File: config.mk
export PLATFORM = sky130hd
export DESIGN_NAME = usb_in_hs
export DESIGN_NICKNAME = d
export VERILOG_FILES = /design/src/rtl/usb_in_hs_pkg.sv /design/src/rtl/usb_in_ep_slot.sv /design/src/rtl/usb_in_rsp_pick.sv /design/src/rtl/usb_in_hs.sv
export SDC_FILE = /design/constraint.sdc
export NUM_CORES = 1
export LEC_CHECK = 0
export BUFFER_PORTS_ARGS = -buffer_cell sky130_fd_sc_hd__buf_2
export CORE_ASPECT_RATIO = 0.75
export CORE_MARGIN = 4
export CORE_UTILIZATION = 55
export DETAILED_ROUTE_END_ITERATION = 8
export GPL_ROUTABILITY_DRIVEN = 1
export PLACE_DENSITY = 0.88
export SETUP_SLACK_MARGIN = 0.5
export SYNTH_ARGS = -nofsm -noshare
export SYNTH_HDL_FRONTEND = slang
export SYNTH_SLANG_ARGS = --single-unit
File: constraint.sdc
create_clock -name clk_i -period 5.21 [get_ports clk_i]
set_input_delay 0.7815 -clock clk_i [delete_from_list [all_inputs] [get_ports clk_i]]
set_output_delay 0.7815 -clock clk_i [all_outputs]
set_load 0.01 [all_outputs]
File: src/rtl/usb_in_hs_pkg.sv
package usb_in_hs_pkg;

    typedef enum logic [1:0] {
        RSP_IDLE  = 2'd0,
        RSP_DATA  = 2'd1,
        RSP_NAK   = 2'd2,
        RSP_STALL = 2'd3
    } rsp_kind_e;

    typedef enum logic [1:0] {
        HS_ACK     = 2'd0,
        HS_TIMEOUT = 2'd1,
        HS_BADPKT  = 2'd2,
        HS_BADCRC  = 2'd3
    } hs_kind_e;

endpackage

File: src/rtl/usb_in_ep_slot.sv
module usb_in_ep_slot #(
    parameter int BUF_W  = 5,
    parameter int SIZE_W = 7
) (
    input  logic              clk_i,
    input  logic              rst_ni,
    input  logic              wr_i,
    input  logic [BUF_W-1:0]  wr_buf_i,
    input  logic [SIZE_W-1:0] wr_size_i,
    input  logic              wr_rdy_i,
    input  logic              wr_stall_i,
    input  logic              wr_iso_i,
    input  logic              setup_i,
    input  logic              bus_reset_i,
    input  logic              done_i,
    input  logic              flip_i,
    input  logic              sent_clr_i,
    input  logic              pend_clr_i,
    input  logic              tog_clr_i,
    output logic [BUF_W-1:0]  buf_o,
    output logic [SIZE_W-1:0] size_o,
    output logic              rdy_o,
    output logic              stall_o,
    output logic              iso_o,
    output logic              sent_o,
    output logic              pend_o,
    output logic              tog_o
);

    typedef struct packed {
        logic [BUF_W-1:0]  bufid;
        logic [SIZE_W-1:0] size;
        logic              rdy;
        logic              stall;
        logic              iso;
        logic              sent;
        logic              pend;
        logic              tog;
    } slot_t;

    slot_t st_d, st_q;
    logic  withdraw;

    assign withdraw = setup_i | bus_reset_i;

    always_comb begin
        st_d = st_q;

        // sticky flags: a hardware set beats a same-cycle clear
        st_d.pend = (st_q.pend & ~pend_clr_i) | (withdraw & st_q.rdy);
        st_d.sent = (st_q.sent & ~sent_clr_i) | done_i;

        if (withdraw || done_i) begin
            st_d.rdy = 1'b0;
        end
        if (setup_i) begin
            st_d.stall = 1'b0;
        end

        if (flip_i) begin
            st_d.tog = ~st_q.tog;
        end
        if (tog_clr_i) begin
            st_d.tog = 1'b0;
        end

        // firmware write lands on top of hardware updates
        if (wr_i) begin
            st_d.bufid = wr_buf_i;
            st_d.size  = wr_size_i;
            st_d.rdy   = wr_rdy_i;
            st_d.stall = wr_stall_i;
            st_d.iso   = wr_iso_i;
        end
    end

    always_ff @(posedge clk_i or negedge rst_ni) begin
        if (!rst_ni) begin
            st_q <= '0;
        end else begin
            st_q <= st_d;
        end
    end

    assign buf_o   = st_q.bufid;
    assign size_o  = st_q.size;
    assign rdy_o   = st_q.rdy;
    assign stall_o = st_q.stall;
    assign iso_o   = st_q.iso;
    assign sent_o  = st_q.sent;
    assign pend_o  = st_q.pend;
    assign tog_o   = st_q.tog;

endmodule

File: src/rtl/usb_in_rsp_pick.sv
module usb_in_rsp_pick
    import usb_in_hs_pkg::*;
#(
    parameter int BUF_W   = 5,
    parameter int SIZE_W  = 7,
    parameter int MAX_PKT = 64
) (
    input  logic              in_range_i,
    input  logic              stall_i,
    input  logic              rdy_i,
    input  logic [BUF_W-1:0]  buf_i,
    input  logic [SIZE_W-1:0] size_i,
    input  logic              tog_i,
    output rsp_kind_e         kind_o,
    output logic [BUF_W-1:0]  buf_o,
    output logic [SIZE_W-1:0] len_o,
    output logic              pid1_o
);

    localparam logic [SIZE_W-1:0] LEN_CAP = SIZE_W'(MAX_PKT);

    always_comb begin
        kind_o = RSP_NAK;
        buf_o  = '0;
        len_o  = '0;
        pid1_o = 1'b0;
        if (!in_range_i || stall_i) begin
            kind_o = RSP_STALL;
        end else if (rdy_i) begin
            kind_o = RSP_DATA;
            buf_o  = buf_i;
            len_o  = (size_i > LEN_CAP) ? LEN_CAP : size_i;
            pid1_o = tog_i;
        end
    end

endmodule

File: src/rtl/usb_in_hs.sv
module usb_in_hs
    import usb_in_hs_pkg::*;
#(
    parameter int NEP     = 12,
    parameter int BUF_W   = 5,
    parameter int SIZE_W  = 7,
    parameter int MAX_PKT = 64,
    localparam int EP_W   = $clog2(NEP)
) (
    input  logic              clk_i,
    input  logic              rst_ni,
    input  logic              ep_wr_i,
    input  logic [EP_W-1:0]   ep_wr_sel_i,
    input  logic [BUF_W-1:0]  ep_wr_buf_i,
    input  logic [SIZE_W-1:0] ep_wr_size_i,
    input  logic              ep_wr_rdy_i,
    input  logic              ep_wr_stall_i,
    input  logic              ep_wr_iso_i,
    input  logic [NEP-1:0]    sent_clr_i,
    input  logic [NEP-1:0]    pend_clr_i,
    input  logic [NEP-1:0]    tog_clr_i,
    input  logic [NEP-1:0]    setup_seen_i,
    input  logic              bus_reset_i,
    input  logic              tok_in_i,
    input  logic [EP_W-1:0]   tok_ep_i,
    input  logic              hs_valid_i,
    input  logic [1:0]        hs_code_i,
    output logic              rsp_valid_o,
    output logic [1:0]        rsp_code_o,
    output logic [BUF_W-1:0]  rsp_buf_o,
    output logic [SIZE_W-1:0] rsp_len_o,
    output logic              rsp_pid1_o,
    output logic              sent_evt_o,
    output logic              in_err_o,
    output logic [NEP-1:0]    rdy_o,
    output logic [NEP-1:0]    sent_o,
    output logic [NEP-1:0]    pend_o,
    output logic [NEP-1:0]    stall_o
);

    typedef struct packed {
        logic              waiting;
        logic [EP_W-1:0]   wait_ep;
        logic              rsp_valid;
        rsp_kind_e         rsp_kind;
        logic [BUF_W-1:0]  rsp_buf;
        logic [SIZE_W-1:0] rsp_len;
        logic              rsp_pid1;
        logic              sent_evt;
        logic              err_evt;
    } ctl_t;

    ctl_t ctl_d, ctl_q;

    logic [NEP-1:0]    rdy_v, stall_v, iso_v, sent_v, pend_v, tog_v;
    logic [NEP-1:0]    wr_hit_v, done_v, flip_v, cancel_v;
    logic [BUF_W-1:0]  buf_a  [NEP];
    logic [SIZE_W-1:0] size_a [NEP];

    logic              in_range;
    logic [EP_W-1:0]   sel;
    logic              wait_cut;
    rsp_kind_e         pick_kind;
    logic [BUF_W-1:0]  pick_buf;
    logic [SIZE_W-1:0] pick_len;
    logic              pick_pid1;

    assign cancel_v = setup_seen_i | {NEP{bus_reset_i}};
    assign in_range = ({1'b0, tok_ep_i} < (EP_W+1)'(NEP));
    assign sel      = in_range ? tok_ep_i : '0;

    for (genvar g = 0; g < NEP; g++) begin : g_ep
        assign wr_hit_v[g] = ep_wr_i && (ep_wr_sel_i == EP_W'(g));

        usb_in_ep_slot #(
            .BUF_W  (BUF_W),
            .SIZE_W (SIZE_W)
        ) u_slot (
            .clk_i       (clk_i),
            .rst_ni      (rst_ni),
            .wr_i        (wr_hit_v[g]),
            .wr_buf_i    (ep_wr_buf_i),
            .wr_size_i   (ep_wr_size_i),
            .wr_rdy_i    (ep_wr_rdy_i),
            .wr_stall_i  (ep_wr_stall_i),
            .wr_iso_i    (ep_wr_iso_i),
            .setup_i     (setup_seen_i[g]),
            .bus_reset_i (bus_reset_i),
            .done_i      (done_v[g]),
            .flip_i      (flip_v[g]),
            .sent_clr_i  (sent_clr_i[g]),
            .pend_clr_i  (pend_clr_i[g]),
            .tog_clr_i   (tog_clr_i[g]),
            .buf_o       (buf_a[g]),
            .size_o      (size_a[g]),
            .rdy_o       (rdy_v[g]),
            .stall_o     (stall_v[g]),
            .iso_o       (iso_v[g]),
            .sent_o      (sent_v[g]),
            .pend_o      (pend_v[g]),
            .tog_o       (tog_v[g])
        );
    end

    // the token sees the endpoint with this cycle's withdrawals applied
    usb_in_rsp_pick #(
        .BUF_W   (BUF_W),
        .SIZE_W  (SIZE_W),
        .MAX_PKT (MAX_PKT)
    ) u_pick (
        .in_range_i (in_range),
        .stall_i    (stall_v[sel] & ~setup_seen_i[sel]),
        .rdy_i      (rdy_v[sel] & ~cancel_v[sel]),
        .buf_i      (buf_a[sel]),
        .size_i     (size_a[sel]),
        .tog_i      (tog_v[sel]),
        .kind_o     (pick_kind),
        .buf_o      (pick_buf),
        .len_o      (pick_len),
        .pid1_o     (pick_pid1)
    );

    always_comb begin
        ctl_d           = ctl_q;
        ctl_d.rsp_valid = 1'b0;
        ctl_d.rsp_kind  = RSP_IDLE;
        ctl_d.rsp_buf   = '0;
        ctl_d.rsp_len   = '0;
        ctl_d.rsp_pid1  = 1'b0;
        ctl_d.sent_evt  = 1'b0;
        ctl_d.err_evt   = 1'b0;
        done_v          = '0;
        flip_v          = '0;
        wait_cut        = ctl_q.waiting && cancel_v[ctl_q.wait_ep];

        if (tok_in_i) begin
            ctl_d.waiting = 1'b0;
            if (ctl_q.waiting && !wait_cut) begin
                ctl_d.err_evt = 1'b1;
            end
            ctl_d.rsp_valid = 1'b1;
            ctl_d.rsp_kind  = pick_kind;
            ctl_d.rsp_buf   = pick_buf;
            ctl_d.rsp_len   = pick_len;
            ctl_d.rsp_pid1  = pick_pid1;
            if (pick_kind == RSP_DATA) begin
                if (iso_v[sel]) begin
                    done_v[sel]    = 1'b1;
                    ctl_d.sent_evt = 1'b1;
                end else begin
                    ctl_d.waiting = 1'b1;
                    ctl_d.wait_ep = sel;
                end
            end
        end else if (ctl_q.waiting) begin
            if (wait_cut) begin
                ctl_d.waiting = 1'b0;
            end else if (hs_valid_i) begin
                ctl_d.waiting = 1'b0;
                if (hs_code_i == HS_ACK) begin
                    done_v[ctl_q.wait_ep] = 1'b1;
                    flip_v[ctl_q.wait_ep] = 1'b1;
                    ctl_d.sent_evt        = 1'b1;
                end else if (hs_code_i != HS_TIMEOUT) begin
                    ctl_d.err_evt = 1'b1;
                end
            end
        end
    end

    always_ff @(posedge clk_i or negedge rst_ni) begin
        if (!rst_ni) begin
            ctl_q <= '0;
        end else begin
            ctl_q <= ctl_d;
        end
    end

    assign rsp_valid_o = ctl_q.rsp_valid;
    assign rsp_code_o  = ctl_q.rsp_kind;
    assign rsp_buf_o   = ctl_q.rsp_buf;
    assign rsp_len_o   = ctl_q.rsp_len;
    assign rsp_pid1_o  = ctl_q.rsp_pid1;
    assign sent_evt_o  = ctl_q.sent_evt;
    assign in_err_o    = ctl_q.err_evt;
    assign rdy_o       = rdy_v;
    assign sent_o      = sent_v;
    assign pend_o      = pend_v;
    assign stall_o     = stall_v;

endmodule

# Word-level counts from Yosys, hierarchy flattened
# Index checks and enable logic that the tools add are counted.
[classes]
eq_ne = 13
order_cmp = 7
mux = 119
n_reduce_logical = 70
bitwise_logic = 115
[op_table]
columns = ["cell", "n"]
rows = [
  ["12-bit 2-to-1 mux", 8],
  ["2-bit nonzero test", 36],
  ["1-bit 2-to-1 mux", 69],
  ["1-bit NOT", 39],
  ["1-bit bitwise AND", 38],
  ["3-bit 2-to-1 mux", 12],
  ["1-bit OR", 36],
  ["7-bit 2-to-1 mux", 5],
  ["5-bit 2-to-1 mux", 6],
  ["1-bit binary-select mux with 4-bit select", 7],
  ["7-bit binary-select mux with 4-bit select", 1],
  ["5-bit binary-select mux with 4-bit select", 1],
  ["4-bit by 3-bit == test with 1-bit output, second input constant", 4],
  ["4-bit == test, second input constant", 4],
  ["1-bit logical AND", 16],
  ["16-bit 2-to-1 mux", 1],
  ["1-bit logical OR", 13],
  ["2-bit 2-to-1 mux", 6],
  ["12-bit OR", 1],
  ["4-bit by 5-bit less-than comparator with 1-bit output, second input constant", 2],
  ["1-bit demux with 4-bit select", 2],
  ["4-bit by 2-bit == test with 1-bit output, second input constant", 2],
  ["4-bit by 1-bit greater-or-equal comparator with 1-bit output, second input constant", 2],
  ["7-bit greater-than comparator, second input constant", 1],
  ["other kinds (11)", 12],
]
[totals]
regBits = 239
input_bits = 79
out_inout_bits = 66

# Logic depth before layout (Yosys ltp)
# Gate-level depths: netlist of the first run.
[logic_depth]
word_depth = 14
depth_mapped = 11
ltp_nobuf = 8

# Modules after synthesis
# A second synthesis of the first run with hierarchy kept.
[unflattened]
cells_unflattened = 930
area_unflattened_um2 = 11392.2
[by_module_without_submodules]
columns = ["mod", "n_inst", "area_per_inst_um2", "cells_per_inst", "seq_area_each_um2"]
rows = [
  ["usb_in_ep_slot", 12, 681.9, 45, 450.4],
  ["usb_in_hs", 1, 3065.4, 372, 575.6],
  ["usb_in_rsp_pick", 1, 143.9, 18, 0.0],
]

# Least setup slack after synthesis of the first run
# No wires, ideal clock.
[synth_timing]
kind = "input-to-reg"
start = "in tok_ep_i[2]"
end = "reg ctl_q[18] (netlist bit)"
n_path_buf = 2
stages = 9
t_arrival_ns = 2.867
t_required_ns = 5.085
setup_slack_ns = 2.219
path_cell_list = "ha_1 > buf_6 > nand2b_4 > buf_6 > a211o_1 > a221o_1 > a311o_1 > nand3b_1 > mux2_2"
[synth_between]
elab_chain_cells = 10
word_cells_on_any_way = 23
cone_classes = "order compare: 1; eq/ne: 1; mux: 13; bitwise: 5; reduce/logical: 3"
[synth_lines]
columns = ["element", "line_no", "rtl"]
rows = [
  ["from (decl)", "usb_in_hs.sv:25", "input logic [EP_W-1:0] tok_ep_i,"],
  ["4-bit less-than comparator", "usb_in_hs.sv:69", "assign in_range = ({1'b0, tok_ep_i} < (EP_W+1)'(NEP));"],
  ["4-bit 2-to-1 mux", "usb_in_hs.sv:70", "assign sel = in_range ? tok_ep_i : '0;"],
  ["1-bit binary-select mux with 4-bit select (on tied branches)", "usb_in_hs.sv:113, usb_in_hs.sv:112", ""],
  ["1-bit 2-to-1 mux (on tied branches)", "usb_in_hs.sv:113, usb_in_hs.sv:112", ""],
  ["1-bit NOT (on tied branches)", "usb_in_hs.sv:113, usb_in_hs.sv:112", ""],
  ["1-bit bitwise AND (on tied branches)", "usb_in_hs.sv:113, usb_in_hs.sv:112", ""],
  ["2-bit 2-to-1 mux / 1-bit logical OR (equally long branches)", "usb_in_rsp_pick.sv:29, usb_in_rsp_pick.sv:27", ""],
  ["2-bit 2-to-1 mux", "usb_in_rsp_pick.sv:27", "if (!in_range_i || stall_i) begin"],
  ["2-bit by 1-bit == test with 1-bit output", "usb_in_hs.sv:146", "if (pick_kind == RSP_DATA) begin"],
  ["3-bit AND reduction (no line)", "--", ""],
  ["to (signal assigned)", "usb_in_hs.sv:175", "ctl_q <= ctl_d;"],
  ["to (decl)", "usb_in_hs.sv:53", "ctl_t ctl_d, ctl_q;"],
]
# Several ways; a longest one is shown, not always the timed one. The select of a mux whose other input is x is not followed.
# A chain may end at the register's enable or synchronous reset.

==> results.json, run 1 <==
{
  "grt_max_degree": 137,
  "grt_use_total_pct": 26.8,
  "cts_resized": 0,
  "syn-num-nets": 1107,
  "period_minus_slack_ns": 3.71,
  "hp-class": "primary input to asynchronous set/reset pin",
  "pwr-share-seq_pct": 48.8,
  "synth_edf_count": 0,
  "synth_most_common_cell": "dfrtp_1",
  "power_mw": 4.80,
  "cts_hold_buf": 0,
  "die_area_um2": 24100,
  "slowest_delay_ns": 0.92,
  "chipHeight_um": 135,
  "worstPathRequired_ns": 5.62,
  "area_delta_synth_final_pct": 10.3,
  "ios": 145,
  "grt_pass1_vias": 8792,
  "grt_first_pass_wirelength_um": 50300,
  "max_freq_mhz": 270,
  "endpoint_kind": "flip-flop",
  "worstSetupPathType": "primary input to flip-flop",
  "yosysTopAreaCellShare_pct": 50.2,
  "vias_per_cell": 6.30,
  "postCtsSetupBuffers": 0,
  "p_sw_mw": 1.29,
  "post_synth_instance_area_um2": 11900,
  "cp_cell_sequence": "buf_2 > inv_1 > ha_1 > nor2b_1 > o2111a_1 > o211ai_1 > o211ai_2 > o2111ai_1 > a211oi_1",
  "worstSkewPairLatency_ns": 0.52,
  "place.port_buffers": 144,
  "p_int_mw": 3.52,
  "synth_cell_types": 65,
  "fin_skew_ns": 0.0173,
  "wl_per_cell_um": 23.7,
  "grt_antenna_before_repair": 1,
  "dr.pass1.iters": 5,
  "status": "complete, no violations",
  "rows": 46,
  "slew_headroom_pct": 23.9,
  "worst_pin_slew_ns": 1.14,
  "cp-start-kind": "primary input",
  "pwr-share-comb_pct": 16.7,
  "timing.final.crit_share_pct": 71.2,
  "synthFlopType": "dfrtp_1",
  "leakage_nw": 6.03,
  "worst-endpoint-arrival_ns": 4.11,
  "fin_nets": 1157,
  "cts_buffers": 24,
  "start_util_pct": 56.1,
  "dpl.hpwl_um": 21700,
  "die_w_um": 178,
  "grt.overflow.total": 0,
  "crit_fanout": 29,
  "path_clk_slew_ns": 0.06,
  "syn_area_per_cell_um2": 11.6,
  "h-tree-depth": 1,
  "rsz0062_at_grt": "no",
  "totalWireLength_um": 32600,
  "clockRootBuffer": "clkbuf_16",
  "ys_async_sr_fraction_pct": 100,
  "rrSetupSlack_ns": 2.37,
  "syn_inst": 1024,
  "drcViolationCount": 0,
  "ys_ff_latch": 239,
  "setup_viol": 0,
  "ir_drop_uv": 331,
  "final_core_util_pct": 61.9,
  "maxCapViolations": 0,
  "clkPwrFrac_pct": 34.5,
  "fp.coreArea_um2": 21200,
  "cts.sinks": 239,
  "fin_setup_tns_ns": 0,
  "synth_common_cells": "239 x dfrtp_1, 162 x mux2_2, 65 x buf_4, 55 x nor2_1, 53 x clkbuf_1",
  "gp_congestion": 0.937,
  "fillers": 1620,
  "worst_path_max_delay_cell": "ha_1",
  "drt-initial-drc-count": 1052,
  "ys_warn_count": 0,
  "p_per_area_nw_per_um2": 366,
  "seq_area_frac_synth_pct": 50.2,
  "clockBufferDepth": 3,
  "cts_tree": "done",
  "drive_above_1_share_pct": 35.9,
  "vias": 8682,
  "synth.area.top_cells": "dfrtp_1 50%, mux2_2 15%, buf_4 4.1%, mux4_2 3.4%, mux2i_1 2.2%",
  "slew_viol_final": 0,
  "ant_nets": 0,
  "switching_share_pct": 26.8,
  "hold_violations": 0,
  "synth_largest_area_cell": "dfrtp_1"
}
==> stage by stage <==
stage | setup WS [ns] | instances | hold slack [ns] | instance area, um2
after floorplan | 2.22 | 1024 | 0.460 | 11900
after global placement | 1.23 | 1336 | 0.471 | 12400
after detailed placement | 1.13 | 1336 | 0.478 | 12400
after CTS | 1.66 | 1378 | 0.400 | 13100
after global routing | 1.26 | 1378 | 0.396 | 13100
final | 1.50 | 1379 | 0.394 | 13100
==> cells in the final DEF (no fill, tap or decap), types with 4 or more instances in the layout <==
cell type / synthesis / layout
or3_1: 4 / 4
and3_1: 5 / 5
a21oi_1: 42 / 42
xor2_1: 5 / 5
o21ai_0: 40 / 40
nor3b_1: 15 / 15
xnor2_1: 7 / 7
nor3_1: 19 / 16
ha_1: 4 / 4
a211oi_1: 11 / 11
a22o_1: 6 / 6
buf_4: 65 / 15
nand2b_1: 23 / 23
nor2b_1: 7 / 7
mux2_2: 162 / 162
and3b_1: 4 / 4
clkbuf_1: 53 / 8
nand3b_1: 12 / 12
clkbuf_16: 0 / 25
inv_1: 31 / 31
a211o_1: 5 / 5
dfrtp_1: 239 / 239
nor2_1: 55 / 55
nand3_1: 6 / 6
o221ai_1: 19 / 19
nand4_1: 9 / 9
buf_2: 10 / 143
mux4_2: 18 / 18
o22ai_1: 4 / 4
clkbuf_8: 0 / 4
mux2i_1: 26 / 26
a22oi_1: 15 / 15
nand2_1: 47 / 47
==> power by group through the flow <==
stage	logic (mW)	registers, mW	clock network [mW]
6_report	0.802	2.35	1.66
5_1_grt	0.864	2.38	1.76
4_1_cts	0.793	2.34	1.67
3_5_place_dp	0.783	2.37	0
3_3_place_gp	0.752	2.34	0
2_1_floorplan	0.594	2.29	0
==> sequential cells by signal, indices dropped and copies added (netlist names), 5 cells and up <==
| name | flops |
|---|---|
| ctl_q | 5 |
| g_ep.u_slot.iso_o | 12 |
| rsp_len_o | 7 |
| g_ep.u_slot.tog_o | 12 |
| g_ep.u_slot.rdy_o | 12 |
| g_ep.u_slot.sent_o | 12 |
| g_ep.u_slot.pend_o | 12 |
| g_ep.u_slot.size_o | 84 |
| g_ep.u_slot.stall_o | 12 |
| g_ep.u_slot.buf_o | 60 |
| rsp_buf_o | 5 |
==> worst paths after layout <==
path | startpoint | to | depth (start not counted)
worst max-delay path | tok_ep_i[3] | rsp_len_o[5]$_DFF_PN0_ | 9
worst min-delay path | rst_ni | g_ep[7].u_slot.buf_o[1]$_DFFE_PN0P_ | 1
worst max register to register | g_ep[9].u_slot.rdy_o$_DFFE_PN0P_ | rsp_len_o[5]$_DFF_PN0_ | 6
worst min register to register | g_ep[9].u_slot.sent_o$_DFF_PN0_ | g_ep[9].u_slot.sent_o$_DFF_PN0_ | 1
max in group asynchronous | rst_ni | g_ep[9].u_slot.size_o[3]$_DFFE_PN0P_ | 2
min in group clk_i | tog_clr_i[11] | g_ep[11].u_slot.tog_o$_DFFE_PN0P_ | 2
==> routing by layer <==
metal	vias to the layer above	track usage, %	wire (um)
met3	101	6.70	3280
met5	-	0	8
met1	4362	38.2	13400
met4	2	8.12	1040
li1	3717	-	-
met2	500	40.9	14900
==> layout make-up <==
| class | count | area, um2 | share of cell area [%] |
|---|---|---|---|
| Antenna cell | 1 | 2.50 | 0.0190 |
| Clock buffer | 37 | 711 | 5.41 |
| Clock inverter | 5 | 38.8 | 0.295 |
| Inverter | 31 | 116 | 0.885 |
| Multi-Input combinational cell | 618 | 5070 | 38.6 |
| Sequential cell | 239 | 5980 | 45.5 |
| Tap cell | 288 | 360 | 2.74 |
| Timing Repair Buffer | 160 | 863 | 6.57 |
==> cells by family after synthesis <==
| kind of cell | after synthesis | share of synthesized area, % |
|---|---|---|
| buffers and inverters | 167 | 7.54 |
| flip-flops | 239 | 50.2 |
| AO/OA/AOI/OAI | 171 | 9.91 |
| multiplexers | 206 | 20.9 |
| adder cells (fa/ha/maj) | 4 | 0.420 |
| XOR/XNOR | 12 | 0.882 |
| AND/OR/NAND/NOR | 225 | 10.2 |
==> critical path: cells and delay by family <==
kind,cells,cell delay (ns)
AO/OA/AOI/OAI,5,1.58
adder cells (fa/ha/maj),1,0.92
AND/OR/NAND/NOR,1,0.63
buffers and inverters,2,0.20
(Power assumes the default switching activity.)
==> inputs of run 2 (changes only) <==
--- a/config.mk
+++ b/config.mk
@@ -8,10 +8,10 @@
 export BUFFER_PORTS_ARGS = -buffer_cell sky130_fd_sc_hd__buf_2
 export CORE_ASPECT_RATIO = 0.75
 export CORE_MARGIN = 4
-export CORE_UTILIZATION = 55
+export CORE_UTILIZATION = 53
 export DETAILED_ROUTE_END_ITERATION = 8
 export GPL_ROUTABILITY_DRIVEN = 1
-export PLACE_DENSITY = 0.88
+export PLACE_DENSITY = 0.89
 export SETUP_SLACK_MARGIN = 0.5
 export SYNTH_ARGS = -nofsm -noshare
 export SYNTH_HDL_FRONTEND = slang
==> constraint.sdc (replaced) <==
create_clock -name clk_i -period 3.3 [get_ports clk_i]
set_input_delay 0.495 -clock clk_i [delete_from_list [all_inputs] [get_ports clk_i]]
set_output_delay 0.495 -clock clk_i [all_outputs]
set_load 0.01 [all_outputs]
==> run 2 against run 1 <==
Against the previous run: the flow now finishes with violations (negative hold slack); combinational power rose by 60%; sequential share of layout area decreased by 0.40 points; critical path depth increased by 1; global-route usage shrank 0.94 points; utilization decreased by 1.9 points; die area grew 3.6%; via count up 1.8%; clock power grew 51%; design area rose by 0.88%; clock-buffer cell count decreased by 7; register-to-register slack worse by 1.6 ns; first-iteration DRC count increased by 19%; critical path type unchanged; critical endpoint is now sent_evt_o$_DFF_PN0_; largest cell class unchanged; largest power group unchanged; highest routed layer is now met4.
==> results.json, run 2 (synthesized netlist as in run 1, its figures left out) <==
{
  "grt_antenna_before_repair": 0,
  "maxCapViolations": 0,
  "path_clk_slew_ns": 0.07,
  "rr_worst_depth": 6,
  "cts_tree": "done",
  "fin_nets": 1176,
  "area_delta_synth_final_pct": 11.2,
  "start_util_pct": 53.9,
  "timing.rr.start": "ctl_q[19]$_DFFE_PN0P_",
  "grt.overflow.total": 0,
  "h-tree-depth": 1,
  "slew_viol_final": 0,
  "ios": 145,
  "hold_violations": 25,
  "ant_nets": 0,
  "slowest_delay_ns": 0.47,
  "grt_pass1_vias": 8921,
  "power_mw": 7.48,
  "grt_max_degree": 89,
  "fp.coreArea_um2": 22100,
  "chipHeight_um": 138,
  "timing.final.crit_share_pct": 79.3,
  "crit_top_cell": "buf_4",
  "fin_hold_ws_ns": -0.0288,
  "grt_use_total_pct": 25.8,
  "worstPathRequired_ns": 3.71,
  "crit_end": "sent_evt_o$_DFF_PN0_",
  "cp-start-kind": "primary input",
  "dpl.cell_count": 1362,
  "worstSetupPathDepth": 10,
  "cts_resized": 0,
  "largest_reg_flops": 84,
  "r2r-end": "g_ep[10].u_slot.tog_o$_DFFE_PN0P_",
  "drt-initial-drc-count": 1252,
  "leakage_nw": 6.11,
  "setup_viol": 0,
  "cts_hold_buf": 0,
  "clockRootBuffer": "clkbuf_16",
  "path_delay_family": "compound AO/OA/AOI/OAI gates",
  "period_minus_slack_ns": 2.62,
  "p_per_area_nw_per_um2": 564,
  "dr.pass1.iters": 6,
  "drcViolationCount": 0,
  "dpl.hpwl_um": 22400,
  "violations": "negative hold slack",
  "max_freq_mhz": 382,
  "cp_num_buf_inv": 3,
  "vias_per_cell": 6.31,
  "die_area_um2": 25000,
  "layout_common_cells": "239 x dfrtp_1, 162 x mux2_2, 143 x buf_2",
  "endpoint_kind": "flip-flop",
  "fin_skew_ns": 0.0146,
  "crit_fanout": 11,
  "crit_path_start": "tok_ep_i[2]",
  "layout_commonest_cell": "dfrtp_1",
  "rows": 47,
  "ir_drop_uv": 454,
  "final_core_util_pct": 60.0,
  "clockBufferDepth": 3,
  "totalWireLength_um": 33000,
  "worst-endpoint-arrival_ns": 3.03,
  "worstSkewPairLatency_ns": 0.53,
  "worst_path_max_delay_cell": "a311o_1",
  "postCtsSetupBuffers": 0,
  "die_w_um": 181,
  "cp_cell_sequence": "buf_2 > ha_1 > nand2b_4 > buf_4 > o21ai_0 > a211o_1 > a311o_1 > buf_4 > and3_1 > a22o_1",
  "stdcell_count": 1402,
  "hp-class": "primary input to asynchronous set/reset pin",
  "worstSetupPathType": "primary input to flip-flop",
  "grt_first_pass_wirelength_um": 50800,
  "rrSetupSlack_ns": 0.82,
  "rsz0062_at_grt": "no",
  "drive_above_1_share_pct": 37.2,
  "fin_setup_tns_ns": 0,
  "cts_buffers": 23,
  "status": "finished, violations left",
  "worst_pin_slew_ns": 1.14,
  "place.port_buffers": 144,
  "gp_congestion": 0.969,
  "vias": 8842,
  "wl_per_cell_um": 23.5,
  "slew_headroom_pct": 24.1,
  "cts.sinks": 239
}
==> run 2: metal layers <==
| metal | routed length [um] | vias up | global-route usage [%] |
|---|---|---|---|
| li1 | - | 3751 | - |
| met1 | 12900 | 4366 | 35.8 |
| met2 | 14900 | 592 | 40.1 |
| met3 | 4030 | 133 | 6.79 |
| met4 | 1190 | 0 | 8.83 |
| met5 | 0 | - | 0 |
==> run 2: worst min-delay path by stage <==
| stage | endpoint | slack, ns | start | cells after the start |
|---|---|---|---|---|
| floorplan | ctl_q[18]$_DFFE_PN0P_ | 0.20 | rst_ni | 0 |
| global placement | g_ep[11].u_slot.sent_o$_DFF_PN0_ | 0.47 | g_ep[11].u_slot.sent_o$_DFF_PN0_ | 1 |
| detailed placement | g_ep[11].u_slot.sent_o$_DFF_PN0_ | 0.47 | g_ep[11].u_slot.sent_o$_DFF_PN0_ | 1 |
| CTS | g_ep[7].u_slot.buf_o[0]$_DFFE_PN0P_ | 0.01 | rst_ni | 1 |
| global route | g_ep[5].u_slot.buf_o[0]$_DFFE_PN0P_ | 0.03 | rst_ni | 1 |
| finish | g_ep[7].u_slot.buf_o[1]$_DFFE_PN0P_ | -0.03 | rst_ni | 1 |
==> run 2: report_power, final <==
part / switching, mW / total [mW] / internal [mW]
registers: 0.294 / 3.70 / 3.41
clock network: 1.15 / 2.50 / 1.35
logic: 0.600 / 1.28 / 0.675
==> run 2: worst reg2reg max path, stage by stage, from the launching register on <==
cell	delay [ns]
dfrtp_1	0.55
mux2_2	0.39
o221ai_1	0.27
a21boi_0	0.25
nor3_1	0.65
xnor2_1	0.21
nor2_1	0.06
==> run 2: layout make-up <==
| type | instances | area (um2) |
|---|---|---|
| inverters | 31 | 116 |
| well taps | 294 | 368 |
| clock buffers | 30 | 632 |
| diodes | 1 | 2.50 |
| clock inverters | 9 | 62.6 |
| repair buffers | 180 | 1030 |
| flip-flops and latches | 239 | 5980 |
| multi-input cells | 618 | 5070 |
| fillers | 1729 | 8850 |
==> run 2: through the flow <==
step | instance area, um2 | hold WS [ns] | worst slack (ns)
after CTS | 13300 | 0.0136 | 0.745
after detailed placement | 12600 | 0.474 | 0.233
final | 13300 | -0.0288 | 0.684
after floorplan | 11900 | 0.199 | 0.595
after global routing | 13300 | 0.0266 | 0.533
after global placement | 12600 | 0.471 | 0.329
